### src/rtl/clkgate_pkg.sv
package clkgate_pkg;
  localparam int unsigned SDR_OUTS  = 13;
  localparam int unsigned DDR_PAIRS = 6;
  localparam int unsigned SYNC_DEPTH = 2;

  typedef enum logic {
    BANK_SDR = 1'b0,
    BANK_DDR = 1'b1
  } bank_sel_e;
endpackage

### src/rtl/clkgate_rst_sync.sv
module clkgate_rst_sync #(
  parameter int unsigned DEPTH = 2
) (
  input  logic clk,
  input  logic arst_n,
  output logic srst_n
);
  logic [DEPTH-1:0] stage_q;
  logic [DEPTH-1:0] stage_d;

  always_comb begin
    stage_d = {stage_q[DEPTH-2:0], 1'b1};
  end

  always_ff @(posedge clk or negedge arst_n) begin
    if (!arst_n) begin
      stage_q <= '0;
    end else begin
      stage_q <= stage_d;
    end
  end

  assign srst_n = stage_q[DEPTH-1];
endmodule

### src/rtl/clkgate_se_bank.sv
module clkgate_se_bank #(
  parameter int unsigned WIDTH = 13
) (
  input  logic             clk,
  input  logic             bank_on,
  input  logic [WIDTH-1:0] en,
  output logic [WIDTH-1:0] clk_out
);
  for (genvar i = 0; i < WIDTH; i++) begin : g_out
    always_comb begin
      clk_out[i] = clk & bank_on & en[i];
    end
  end
endmodule

### src/rtl/clkgate_diff_bank.sv
module clkgate_diff_bank #(
  parameter int unsigned PAIRS = 6
) (
  input  logic             clk,
  input  logic             bank_on,
  input  logic [PAIRS-1:0] en,
  output logic [PAIRS-1:0] clk_t,
  output logic [PAIRS-1:0] clk_c
);
  for (genvar i = 0; i < PAIRS; i++) begin : g_pair
    logic pair_on;
    always_comb begin
      pair_on  = bank_on & en[i];
      clk_t[i] = clk & pair_on;
      clk_c[i] = ~clk & pair_on;
    end
  end
endmodule

### src/rtl/clkgate_top.sv
module clkgate_top
  import clkgate_pkg::*;
#(
  parameter int unsigned N_SDR   = SDR_OUTS,
  parameter int unsigned N_DDR   = DDR_PAIRS,
  parameter int unsigned N_SYNC  = SYNC_DEPTH
) (
  input  logic             ref_clk,
  input  logic             rst_n,
  input  logic             mode_sel,
  input  logic [N_SDR-1:0] sdr_en,
  input  logic [N_DDR-1:0] ddr_en,
  output logic [N_SDR-1:0] sdr_clk,
  output logic [N_DDR-1:0] ddr_clk_t,
  output logic [N_DDR-1:0] ddr_clk_c,
  output logic             fb_sdr_clk,
  output logic             fb_ddr_clk,
  output logic             mode_rd
);
  bank_sel_e        bank;
  logic             srst_n;
  logic             sdr_on;
  logic             ddr_on;
  logic [N_SDR-1:0] sdr_en_eff;
  logic [N_DDR-1:0] ddr_en_eff;

  clkgate_rst_sync #(.DEPTH(N_SYNC)) u_rst_sync (
    .clk   (ref_clk),
    .arst_n(rst_n),
    .srst_n(srst_n)
  );

  always_comb begin
    bank       = bank_sel_e'(mode_sel);
    sdr_on     = (bank == BANK_SDR);
    ddr_on     = (bank == BANK_DDR);
    sdr_en_eff = sdr_en | {N_SDR{~srst_n}};
    ddr_en_eff = ddr_en | {N_DDR{~srst_n}};
  end

  clkgate_se_bank #(.WIDTH(N_SDR)) u_sdr_bank (
    .clk    (ref_clk),
    .bank_on(sdr_on),
    .en     (sdr_en_eff),
    .clk_out(sdr_clk)
  );

  clkgate_diff_bank #(.PAIRS(N_DDR)) u_ddr_bank (
    .clk    (ref_clk),
    .bank_on(ddr_on),
    .en     (ddr_en_eff),
    .clk_t  (ddr_clk_t),
    .clk_c  (ddr_clk_c)
  );

  clkgate_se_bank #(.WIDTH(2)) u_fb_bank (
    .clk    (ref_clk),
    .bank_on(1'b1),
    .en     ({ddr_on, sdr_on}),
    .clk_out({fb_ddr_clk, fb_sdr_clk})
  );

  assign mode_rd = mode_sel;

  // Checked on the falling edge, so the sampled values belong to the high phase.
  a_r1_sdr_quiet: assert property (@(negedge ref_clk) disable iff (!rst_n)
    mode_sel |-> (sdr_clk == '0 && !fb_sdr_clk));
  a_r2_ddr_quiet: assert property (@(negedge ref_clk) disable iff (!rst_n)
    !mode_sel |-> (ddr_clk_t == '0 && ddr_clk_c == '0 && !fb_ddr_clk));
  a_r5_fb_ddr_runs: assert property (@(negedge ref_clk) disable iff (!rst_n)
    (mode_sel && ddr_en == '0) |-> fb_ddr_clk);
  a_r5_fb_sdr_runs: assert property (@(negedge ref_clk) disable iff (!rst_n)
    (!mode_sel && sdr_en == '0) |-> fb_sdr_clk);
  a_r3_pair_opposite: assert property (@(negedge ref_clk) disable iff (!rst_n)
    (mode_sel && ddr_en[0]) |-> (ddr_clk_t[0] != ddr_clk_c[0]));
  a_r4_sdr_off_low: assert property (@(negedge ref_clk) disable iff (!rst_n)
    (srst_n && !sdr_en[0]) |-> !sdr_clk[0]);
  a_r8_mode_echo: assert property (@(negedge ref_clk) disable iff (!rst_n)
    mode_rd == mode_sel);
endmodule

### config.mk
export PLATFORM = sky130hd
export DESIGN_NAME = clkgate_top
export DESIGN_NICKNAME = d
export VERILOG_FILES = /design/src/rtl/clkgate_pkg.sv /design/src/rtl/clkgate_rst_sync.sv /design/src/rtl/clkgate_se_bank.sv /design/src/rtl/clkgate_diff_bank.sv /design/src/rtl/clkgate_top.sv
export SDC_FILE = /design/constraint.sdc
export NUM_CORES = 1
export LEC_CHECK = 0
export BUFFER_PORTS_ARGS = -buffer_cell sky130_fd_sc_hd__buf_4
export CAP_MARGIN = 30
export CORE_AREA = 5 5 42 44
export DETAILED_ROUTE_END_ITERATION = 8
export DIE_AREA = 0 0 47 49
export MAX_ROUTING_LAYER = met4
export PLACE_DENSITY = 0.69
export SLEW_MARGIN = 20
export SYNTH_ARGS = -nofsm -noshare
export SYNTH_HDL_FRONTEND = slang
export SYNTH_SLANG_ARGS = --single-unit
export TNS_END_PERCENT = 50
### constraint.sdc
create_clock -name ref_clk -period 2.14 [get_ports ref_clk]
set_input_delay 0 -clock ref_clk [delete_from_list [all_inputs] [get_ports ref_clk]]
set_output_delay 0 -clock ref_clk [all_outputs]
set_load 0.1 [all_outputs]
* After elaboration in Yosys (flattened, before gate mapping)
Index checks and enable logic that the tools add are counted.
Cells by class: add/sub/neg operators 0, $mul 0, divide/modulo/power cells 0, order comparisons 0, equality and inequality tests 0, shifts and indexed selects 0, multiplexer cells 0, bitwise logic cells 38, reduce and logical (&&, ||, !) cells 0
Operators by type and width (number):
- bitwise AND 1 bit | 33
- OR 13 bit | 1
- OR 6 bit | 1
- NOT 1 bit | 3
Storage, ports and cells: register bits after elaboration 2, latch bits 0, RAM bits 0, memory bits (read-only) 0, input port bits 22, output and inout bits 28, word-level logic and storage cells 39, memories kept 0

* Longest topological paths before layout
Gate-level depths: netlist of the first run.
depth after elaboration 4, depth in mapped cells 3, mapped depth without buffers 2

* Modules after synthesis
A second synthesis of the first run with hierarchy kept.
Second synthesis, totals: cells, all modules 57, area, all modules 437.9 µm²
By module, submodules not included:
- clkgate_top | times used 1, cells each 23, area each 150.1 µm², seq. area each 0.0 µm²
- clkgate_diff_bank | times used 1, cells each 14, area each 117.6 µm², seq. area each 0.0 µm²
- clkgate_se_bank at u_sdr_bank | times used 1, cells each 15, area each 103.8 µm², seq. area each 0.0 µm²
- clkgate_rst_sync | times used 1, cells each 3, area each 53.8 µm², seq. area each 50.0 µm²
- clkgate_se_bank at u_fb_bank | times used 1, cells each 2, area each 12.5 µm², seq. area each 0.0 µm²

==> results.toml, run 1 <==
[worst_setup_path]
arrival_ps = 2070
cp-start-kind = "clock port"
worstSetupEndpointType = "primary output"
crit_type = "clock port to primary output"
timing.rr.end = "u_rst_sync.stage_q[1]"
worstPathMaxFanout = 4
startpoint = "ref_clk"
timing.rr.start = "u_rst_sync.stage_q[0]"
rr_worst_depth = 0
crit_required_ps = 2140
reg2reg_setup_slack_ps = 1680

[final_layout]
multiInputGateArea_sq_um = 254.0
drive_gt1_share_pct = 69.70
regMostFlops = "u_rst_sync.stage_q"
nets = 152
ff_latch_area_sq_um = 50.05
most-common-layout-cells = "buf_4 (31), inv_1 (15), clkbuf_4 (15), buf_6 (11), clkbuf_8 (10)"
area_delta_synth_final_pct = 226.3
nFillCells = 89
fin_cells = 148
largest_register_ffs = 2
largestRegisters = "u_rst_sync.stage_q x2"
final_core_util_pct = 83.04
diodes = 0
layout_commonest_cell = "buf_4"

[power]
power_density_nw_per_um2 = 2856
p_total_mw = 3.324
ir_worst_vdd_v = 0.001982
leakagePower_nw = 0.6340

[drt]
wl_per_cell_microns = 16.09
num_vias = 714
wl_microns = 2382
via_per_inst = 4.824
drcViolationCount = 0
postRouteAntennaNets = 0
drt-initial-drc-count = 13
dr.pass1.iters = 4

[floorplan]
dieHeight_microns = 49
core_sq_um = 1401
rows = 14
start_util_pct = 25.45
dieArea_sq_um = 2303
io_pins = 50
die_width_microns = 47

[place]
placed_cells = 117
globalplace.congestion = 0.6665
detailed_place_hpwl_microns = 1073
port_buffers = 49

[status]
outcome = "finished, final reports clean"

[timing]
tightest_slew_ps = 688.1
fin_skew_ps = 5.170
rsz0062_at_grt = "false"
whs_ps = 348.8
finalSetupViolations = 0
slew-limit-headroom_pct = 54.13
final_hold_viol_count = 0
maxSlewViolCount = 0

[synthesis]
synthCells = 56
synth_seq_area_share_pct = 14.04
yosys_register_bits = 2
syn-num-nets = 78
synth_fa_ha_area_share_pct = 0
yosys.area_share.xor_xnor_pct = 0
synthMuxAreaShare_pct = 0
netlist_area_sq_um = 356.6
synth-compound-area-share_pct = 27.72
ys.warnings.count = 0
avgSynthCellArea_sq_um = 6.368
synth_cell_types = 12
synthSimpleGateAreaFrac_pct = 29.82
synth_top_family_by_area = "simple AND/OR/NAND/NOR gates"

[clock_network]
cts_tree = "done"
worstSkewPairLatency_ps = 350
path_clk_slew_ps = 30

[global_routing]
grt_pass1_vias = 1028
grtUsageTotal_pct = 27.97
grt-ovfl-total = 0
grt_pass1_wl_microns = 3953
antenna_found_initial = 0
grt_max_degree = 20

[hold_path]
hold_end = "u_rst_sync.stage_q[1]"
min_from = "u_rst_sync.stage_q[0]"
min_path_type = "flop to flop"
holdPathStages = 0

[flow_run]
max_cap_viol_count = 0
-- stage by stage --
stage | worst slack, ps | setup TNS [ps] | cell area, sq um
after floorplan | -410.8 | -2451 | 356.6
after global placement | 482.9 | 0 | 703.2
after detailed placement | 482.9 | 0 | 703.2
after CTS | 61.17 | 0 | 1164
after global routing | 13.99 | 0 | 1164
final | 67.05 | 0 | 1164
-- area by class of cell --
class,instances,area share [%]
clock inverters,4,1.398
inverters,13,4.194
multi-input cells,35,21.83
flip-flops and latches,2,4.301
repair buffers,24,15.91
well taps,16,1.720
clock buffers,54,50.64
-- logic make-up after synthesis --
| logic type | count (synthesis) |
|---|---|
| other | 1 |
| buffers and inverters | 19 |
| AND/OR/NAND/NOR | 21 |
| AO/OA/AOI/OAI | 13 |
| flip-flops | 2 |
-- power by group --
group | switching (mW) | internal, mW
clock network | 2.17 | 1.04
logic | 0.0283 | 0.0322
registers | 0.00635 | 0.0399
-- worst max path at each step --
stage          slack, ps  cells past startpoint           end
3_3_place_gp         480                      3  ddr_clk_c[0]
4_1_cts               60                      8   sdr_clk[12]
6_report              70                      8   sdr_clk[12]
3_5_place_dp         480                      3  ddr_clk_c[0]
2_1_floorplan       -410                      2  ddr_clk_c[0]
5_1_grt               10                      8   sdr_clk[11]
-- worst max-delay path: stages --
cell and delay [ps]:
clkbuf_4 130, clkbuf_8 130, nand2b_4 70, clkbuf_8 130, clkbuf_8 120, clkbuf_8 130
a21oi_1 50, buf_6 240
-- layer usage --
| metal | routed length [microns] | global-route usage, % | up-vias |
|---|---|---|---|
| met2 | 1049 | 27.83 | 68 |
| met4 | 144 | 41.47 | 0 |
| li1 | - | - | 311 |
| met1 | 763 | 19.04 | 315 |
| met3 | 424 | 32.47 | 20 |
| met5 | 0 | - | - |
-- Yosys cell counts --
master	number	area, sq um
nand2b_4	1	13.76
nand2_1	1	3.750
buf_6	3	33.78
nor2_1	12	45.04
inv_1	15	56.30
buf_4	1	7.510
conb_1	1	3.750
a21oi_2	9	78.83
a21oi_1	4	20.02
nor2b_1	6	37.54
nand2b_1	1	6.260
dfrtp_1	2	50.05
-- timing repair --
action,CTS,global route
setup endpoints to repair,27,0
resized for setup,50,0
hold buffers,2,0
hold endpoints to repair,2,0
setup buffers,0,0
(Power assumes the default switching activity.)
==> inputs of run 2 (changes only) <==
- REMOVE_ABC_BUFFERS: unset -> 1
==> results.toml, run 2 (synthesis gave the netlist of run 1 again) <==
[status]
outcome = "finished, final reports clean"

[final_layout]
layout_commonest_cell = "buf_4"
drive_gt1_share_pct = 71.43
largestRegisters = "u_rst_sync.stage_q x2"
area_delta_synth_final_pct = 244.9
regMostFlops = "u_rst_sync.stage_q"
final_core_util_pct = 87.77
diodes = 0
largest_register_ffs = 2
most-common-layout-cells = "buf_4 (30), clkbuf_4 (16), inv_1 (15), buf_6 (13)"
nets = 153

[global_routing]
grtUsageTotal_pct = 25.59
grt-ovfl-total = 0
antenna_found_initial = 0
grt_pass1_wl_microns = 3705
grt_pass1_vias = 1142
grt_max_degree = 20

[floorplan]
rows = 14
dieArea_sq_um = 2303
dieHeight_microns = 49
io_pins = 50
core_sq_um = 1401
start_util_pct = 25.45
die_width_microns = 47

[worst_setup_path]
worstSetupEndpointType = "primary output"
cp-start-kind = "clock port"
worstPathMaxFanout = 4
timing.rr.start = "u_rst_sync.stage_q[0]"
startpoint = "ref_clk"
crit_required_ps = 2140
arrival_ps = 2050
crit_type = "clock port to primary output"

[flow_run]
max_cap_viol_count = 0

[power]
leakagePower_nw = 0.6676
p_total_mw = 3.461
power_density_nw_per_um2 = 2814
ir_worst_vdd_v = 0.001957

[timing]
worst_slack_ps = 87.87
final_hold_viol_count = 0
maxSlewViolCount = 0
rsz0062_at_grt = "false"
slew-limit-headroom_pct = 51.61
fin_skew_ps = 2.881
finalSetupViolations = 0
tightest_slew_ps = 725.9

[place]
port_buffers = 49
globalplace.congestion = 0.6778
place_ws_ps = 482.9
detailed_place_hpwl_microns = 1033

[clock_network]
cts_tree = "done"
postCtsSetupRepairBufs = 0
worstSkewPairLatency_ps = 340

[drt]
drt-initial-drc-count = 4
wl_microns = 2079
dr.pass1.iters = 4
num_vias = 688
postRouteAntennaNets = 0
drcViolationCount = 0
via_per_inst = 4.617
wl_per_cell_microns = 13.95

[hold_path]
min_from = "mode_sel"
min_path_type = "primary input to primary output"
## run 2: cell types whose count changed in the layout (fill, tap and decap cells not counted), sizes merged
cell,before,now
bufinv,0,2
clkinv,1,0
clkbuf,27,28
inv,16,15
## run 2: worst max-delay path: stages
cell and delay, ps:
clkbuf_4 120, clkbuf_8 130, nand2b_4 60, clkbuf_8 120, clkbuf_8 120, clkbuf_8 130, a21oi_1 50, buf_6 240
## run 2: through the flow
stage | area [sq um] | std cells | hold slack, ps | setup TNS [ps]
after floorplan | 315.3 | 52 | -295.6 | -2451
after global placement | 703.2 | 117 | -217.2 | 0
after detailed placement | 703.2 | 117 | -215.8 | 0
after CTS | 1230 | 149 | 361.2 | 0
after global routing | 1230 | 149 | 365.1 | 0
final | 1230 | 149 | 363.3 | 0
## run 2: cell type report
| type | instances | area, sq um |
|---|---|---|
| multi-input cells | 35 | 257.7 |
| repair buffers | 24 | 185.2 |
| flip-flops and latches | 2 | 50.05 |
| fillers | 72 | 171.4 |
| well taps | 16 | 20.02 |
| clock buffers | 55 | 613.1 |
| inverters | 13 | 48.80 |
| clock inverters | 4 | 55.05 |
## run 2: timing repair
item	in CTS	in global routing
hold buffers	2	0
hold endpoints to repair	2	0
resized for setup	50	0
setup endpoints to repair	27	0
## run 2: power breakdown
| group | switching (mW) | internal, mW | leakage [nW] |
|---|---|---|---|
| Sequential | 0.00691 | 0.0400 | 0.0233 |
| Combinational | 0.0271 | 0.0321 | 0.200 |
| Clock | 2.14 | 1.21 | 0.445 |
## run 2: per-layer routing
metal / GRT usage [%] / vias up / wire length (microns)
met1: 12.04 / 306 / 628
li1: - / 314 / -
met5: - / - / 0
met3: 35.79 / 19 / 258
met2: 21.04 / 49 / 1080
met4: 50.69 / 0 / 111
## run 2: final timing paths
| kind | endpoint | cells past startpoint | slack, ps |
|---|---|---|---|
| max | sdr_clk[1] | 8 | 90 |
| min | mode_rd | 2 | 360 |
| max reg2reg | u_rst_sync.stage_q[1] | 0 | 1650 |
| min reg2reg | u_rst_sync.stage_q[1] | 0 | 370 |
| max in group asynchronous | u_rst_sync.stage_q[0] | 3 | 1470 |
| min in group asynchronous | u_rst_sync.stage_q[1] | 3 | 530 |
